<file path="config.mk">
export PLATFORM = sky130hd
export DESIGN_NAME = ecc_regfront
export DESIGN_NICKNAME = d
export VERILOG_FILES = /design/src/rtl/ecc_regfront.sv
export SDC_FILE = /design/constraint.sdc
export NUM_CORES = 1
export LEC_CHECK = 0
export BUFFER_PORTS_ARGS = -buffer_cell sky130_fd_sc_hd__buf_2
export CAP_MARGIN = 10
export CORE_ASPECT_RATIO = 1.75
export CORE_UTILIZATION = 40
export DETAILED_ROUTE_END_ITERATION = 10
export GPL_TIMING_DRIVEN = 0
export MAX_ROUTING_LAYER = met4
export SLEW_MARGIN = 25
export SYNTH_ARGS = -nofsm -noshare
export SYNTH_HDL_FRONTEND = slang
export SYNTH_SLANG_ARGS = --single-unit
</file>
<file path="constraint.sdc">
create_clock -name clk -period 3.94 [get_ports clk]
set_input_delay 0 -clock clk [delete_from_list [all_inputs] [get_ports clk]]
set_output_delay 0 -clock clk [all_outputs]
set_load 0.05 [all_outputs]
</file>
<file path="src/rtl/ecc_regfront.sv">
module ecc_regfront #(
  parameter int AW        = 8,
  parameter int CNT_W     = 10,
  parameter int PAR_WORDS = 4,
  parameter int IDX_WORDS = 4,
  parameter int IDX_W     = 13,
  parameter int IDX_STEP  = 37
) (
  input  logic          clk,
  input  logic          rst_n,
  input  logic          bus_wr,
  input  logic [AW-1:0] bus_addr,
  input  logic [3:0]    bus_be,
  input  logic [31:0]   bus_wdata,
  output logic [31:0]   bus_rdata,
  output logic          irq
);
  localparam int A_CTRL = 'h00, A_SET = 'h04, A_CLR = 'h08, A_CNT = 'h0C;
  localparam int A_DATA = 'h10, A_PAR = 'h14, A_STAT = 'h24, A_IDX = 'h28;
  localparam int A_IEN  = 'h38, A_ISET = 'h3C, A_ICLR = 'h40;
  localparam int LO_WORDS = PAR_WORDS / 2;

  logic [3:0]       ctrl;
  logic [CNT_W-1:0] enc_len, dec_len, cnt;
  logic [31:0]      acc, syn, status, st_nxt;
  logic [5:0]       inte;
  logic             allf, all0, done_p, done_enc;

  function automatic logic [31:0] rotl(input logic [31:0] v, input int s);
    return (v << s) | (v >> (32 - s));
  endfunction

  function automatic logic [IDX_W-1:0] idx(input logic [31:0] s, input int i);
    return IDX_W'(s[IDX_W+2:3] + IDX_W'(IDX_STEP * i));
  endfunction

  wire [31:0] bm = {{8{bus_be[3]}}, {8{bus_be[2]}}, {8{bus_be[1]}}, {8{bus_be[0]}}};
  wire [31:0] wv = bus_wdata & bm;
  wire hit_set  = bus_wr && int'(bus_addr) == A_SET;
  wire hit_clr  = bus_wr && int'(bus_addr) == A_CLR;
  wire hit_cnt  = bus_wr && int'(bus_addr) == A_CNT;
  wire hit_stat = bus_wr && int'(bus_addr) == A_STAT;
  wire hit_iset = bus_wr && int'(bus_addr) == A_ISET;
  wire hit_iclr = bus_wr && int'(bus_addr) == A_ICLR;

  wire [CNT_W-1:0] limit = ctrl[3] ? enc_len : dec_len;
  wire accept = bus_wr && int'(bus_addr) == A_DATA && bus_be[0] &&
                ctrl[0] && !ctrl[1] && cnt < limit;
  wire last   = accept && ({1'b0, cnt} + 1'b1) == {1'b0, limit};
  wire [7:0] din = bus_wdata[7:0];

  always_ff @(posedge clk or negedge rst_n) begin
    if (!rst_n) begin
      ctrl <= '0;
      inte <= '0;
      enc_len <= '0;
      dec_len <= '0;
    end else begin
      ctrl <= (({ctrl[3:2], 1'b0, ctrl[0]}) | (hit_set ? wv[3:0] : 4'h0))
              & ~(hit_clr ? wv[3:0] : 4'h0);
      inte <= (inte | (hit_iset ? wv[5:0] : 6'h0)) & ~(hit_iclr ? wv[5:0] : 6'h0);
      if (hit_cnt) begin
        for (int b = 0; b < CNT_W; b++) begin
          if (bus_be[b/8]) enc_len[b] <= bus_wdata[b];
          if (bus_be[2 + b/8]) dec_len[b] <= bus_wdata[16+b];
        end
      end
    end
  end

  always_ff @(posedge clk or negedge rst_n) begin
    if (!rst_n) begin
      cnt <= '0;
      acc <= '0;
      allf <= 1'b1;
      all0 <= 1'b1;
      done_p <= 1'b0;
      done_enc <= 1'b0;
    end else begin
      done_p <= last;
      if (last) done_enc <= ctrl[3];
      if (ctrl[1]) begin
        cnt <= '0;
        acc <= '0;
        allf <= 1'b1;
        all0 <= 1'b1;
      end else if (accept) begin
        cnt <= cnt + 1'b1;
        acc <= rotl(acc, 1) ^ {24'h0, din};
        allf <= allf && din == 8'hFF;
        all0 <= all0 && din == 8'h00;
      end
    end
  end

  always_comb begin
    st_nxt = status & ~(hit_stat ? wv : 32'h0);
    if (done_p) begin
      if (done_enc) st_nxt[2] = 1'b1;
      else begin
        st_nxt[3] = 1'b1;
        st_nxt[31:28] = 4'h0;
        st_nxt[22:16] = 7'h0;
        if (allf) st_nxt[4] = 1'b1;
        else if (all0) st_nxt[5] = 1'b1;
        else if (acc != 0) begin
          st_nxt[0] = 1'b1;
          if (acc[31]) st_nxt[1] = 1'b1;
          else begin
            st_nxt[31:28] = {1'b0, acc[2:0]} + 4'h1;
            st_nxt[22:16] = {3'b0, acc[2:0]} + 7'h1;
          end
        end
      end
    end
  end

  always_ff @(posedge clk or negedge rst_n) begin
    if (!rst_n) begin
      status <= '0;
      syn <= '0;
    end else begin
      status <= st_nxt;
      if (done_p && !done_enc) syn <= acc;
    end
  end

  always_comb begin
    bus_rdata = '0;
    if (int'(bus_addr) == A_CTRL) bus_rdata = {28'h0, ctrl};
    if (int'(bus_addr) == A_CNT)
      bus_rdata = {{(16-CNT_W){1'b0}}, dec_len, {(16-CNT_W){1'b0}}, enc_len};
    if (int'(bus_addr) == A_STAT) bus_rdata = status;
    if (int'(bus_addr) == A_IEN) bus_rdata = {26'h0, inte};
    for (int k = 0; k < PAR_WORDS; k++)
      if (int'(bus_addr) == A_PAR + 4*k && (ctrl[2] || k < LO_WORDS))
        bus_rdata = rotl(acc, 8*k);
    for (int j = 0; j < IDX_WORDS; j++)
      if (int'(bus_addr) == A_IDX + 4*j)
        bus_rdata = {{(16-IDX_W){1'b0}}, idx(syn, 2*j+1), {(16-IDX_W){1'b0}}, idx(syn, 2*j)};
  end

  assign irq = |(status[5:0] & inte);
endmodule

</file>
==> metrics.txt <==
final design utilization 48.4%; grt met3 use 7.06%; boundary pin count 80; EDFF count, synth 0; placed cell area between 10,000 and 15,000 sq um; Final Hold Fails 0; DRT Wirelength between 40,000 and 50,000 um; Worst-Margin Slew around 1 ns; gp weighted congestion between 1 and 1.5; Worst VDD drop 0.472 mV; HP Class in2reg; max cap viols 0; Worst-Skew Late Latency between 0.4 and 0.5 ns; TritonCTS buffer count 17; CP bufs+invs 3; sink of the worst hold path ctrl[1]; Crit path max-delay family compound AO/OA/AOI/OAI gates; CTS Sinks 121; DR pass1 iterations 6; GRT Total Usage between 40% and 50%; CTS Buffer Depth 2; GRT overflow 0; final worst clock skew between 0.009 and 0.01 ns; Final Cycle Share a little over nine tenths; post-route antenna net violation count 0; Most common cell on crit path nor3_1; reg2reg setup slack 0.45 ns; Yosys top cell by area dfrtp_1; final setup fails 0; final instance area about 11,000 sq um; most common cell in the netlist dfrtp_1; LEAKAGE between 4 and 5 nW; mapped cell area slightly below 10,000 sq um; Hold Path Depth 4; Worst path slowest cell a21boi_0; HP Start bus_addr[4]; crit path kind reg2out; final slew viol count 0; pwr dens between 200 and 300 nW/um^2; arrival time at the worst endpoint around 3.8 ns; outcome finished clean; First DRT Iteration DRCs roughly 1,200; antenna cells 0; min Tclk post-route 3.81 ns; Seq/Total Area, Yosys a little under a third; Core ar. 23,500 sq um; share of the synthesized area in the top cell type 30.9%; clk root buf clkbuf_16; Worst-path clk slew about 0.060 ns; Async SR Flop Fraction 100%; Area Growth Syn to Fin 17.9%; worst rel slew slack approximately a third; worst path required time approximately 3.9 ns; DP Worst Slack between 0.4 and 0.5 ns; Post-DP HPWL about 37,000 um; DIE WIDTH 119 um; H-tree Lvls 4; DIE HEIGHT approximately 210 um; Via Count around 11,000; Crit. End Element output pin; Synth area leaders dfrtp_1, o21ai_0, a21oi_1; Reg2Reg Depth 10; synth cell count leaders dfrtp_1, nand2_1, nor2_1; RR Startpoint ctrl[3]; port bufs 68; synthesized instance count approximately 1,200; GR met1 Demand/Resource about two fifths; Synth Flop Type dfrtp_1; synth warn 0; Tot Pwr between 0.003 and 0.004 W; fraction of layout cells with a size suffix above 1 between 10% and 20%; synthesized flop and latch total 121; crit-path cells clkbuf_1 > inv_1 > ha_1 > a21boi_0 > nor3_1 > o22a_1 > nor3_1 > a21oi_1 > o21ai_0 > buf_2; Max FO, Critical Path 9; syn_nets approximately 1,300; RR Endpoint acc[24]; CP peak stage delay 0.67 ns; count of cell types in the netlist just over 80; routed wire length per instance between 30 and 40 um; TritonCTS clock tree built; final worst slack around 0.13 ns; first-pass GRT wire length around 70,000 um; RSZ-0062 raised after global routing true; Setup crit start kind flip-flop; fmax ~0.26 GHz; Rows 74; setup bufs post-CTS 0; drt drc 0; Top Usage Layer GRT met2; largest net degree at the start of global routing 72; initial antenna violation count 0; drt via density between 6 and 7; full die area 24,800 sq um; vias in the first global route roughly 11,000; # nets final roughly 1,400; Initial Utilization roughly two fifths; Avg Inst Size Synth between 8 and 9 sq um; met2 Usage GRT approximately 69%
## stage by stage
step | hold WS, ns | cells | TNS (ns)
3_5_place_dp | -0.0578 | 1565 | 0
6_report | 0.00998 | 1627 | 0
5_1_grt | 0.0173 | 1627 | -0.0454
3_3_place_gp | 0.181 | 1564 | -0.0577
4_1_cts | 0.00420 | 1627 | 0
2_1_floorplan | -0.296 | 1192 | 0
## cell usage in the layout (no fill, tap or decap), types with 14 or more instances in the layout
cell type        n
o21ai_0        100
a31oi_1         29
xor2_1          24
a22oi_1         37
buf_2          100
nor3_1          23
o22ai_1         17
xnor2_1         39
clkbuf_16       17
nand2b_1        25
nand2_1        108
ha_1            25
a211oi_1        21
a21boi_0        14
dfrtp_1        119
clkbuf_1        65
dlygate4sd3_1   31
mux2_2          33
inv_1           19
a21oi_1         88
nand3_1         38
nor2_1         107
## layer usage
layer / up-vias / part of all wire [%] / wire (um)
li1: 4632 / - / -
met1: 5256 / 34 / 17100
met2: 631 / 49 / 24500
met3: 269 / 5.9 / 2930
met4: 0 / 11 / 5280
met5: - / 0 / 0
## timing repair
item                       CTS  global route
setup endpoints to repair    2             6
pin swaps                    0             0
resized for setup            2             5
hold buffers                31             0
hold endpoints to repair   163             0
## registers in the layout, summed over array words and instances (netlist names)
| name | flops |
|---|---|
| done_p | 1 |
| inte | 6 |
| all0 | 1 |
| allf | 1 |
| acc | 32 |
| ctrl | 4 |
| done_enc | 1 |
| enc_len | 10 |
| syn | 13 |
| cnt | 10 |
| status | 32 |
| dec_len | 10 |
## worst min-delay path, delay by kind of cell
family	cells	cell delay (ns)
buffers and inverters	1	0.11
AND/OR/NAND/NOR	3	0.30
## report_power, final
part           internal (W)  leakage (nW)  switching (W)  total (W)
Combinational      0.000105          2.77       0.000201   0.000307
Clock               0.00103         0.293       0.000647    0.00168
Sequential          0.00126          1.47      0.0000382    0.00130
## cell type report
class                   instances  area, sq um
plain buffers                 113          493
clock buffers                  19          453
clock inverters                12          161
fillers                      2423        12100
inverters                      19         71.3
multi-input cells             939         6100
flip-flops and latches        121         3030
well taps                     304          380
repair buffers                100          688
## how the worst max path moves through the flow
| stage | cells past startpoint | slack (ns) | startpoint | endpoint |
|---|---|---|---|---|
| 2_1_floorplan | 8 | 0.57 | syn[6] | bus_rdata[28] |
| 4_1_cts | 11 | 0.11 | syn[5] | bus_rdata[12] |
| 5_1_grt | 11 | -0.05 | syn[6] | bus_rdata[12] |
| 3_3_place_gp | 11 | -0.06 | syn[6] | bus_rdata[28] |
| 6_report | 10 | 0.13 | syn[5] | bus_rdata[11] |
| 3_5_place_dp | 11 | 0.44 | syn[5] | bus_rdata[25] |
## kinds of logic after synthesis
family	count (synthesis)	share of synthesized area [%]
adder cells (fa/ha/maj)	25	3.24
multiplexers	44	5.01
flip-flops	121	31.4
buffers and inverters	132	5.85
XOR/XNOR	63	5.72
AO/OA/AOI/OAI	413	28.0
AND/OR/NAND/NOR	394	20.8
No activity file was read; power rests on OpenSTA's default activity.
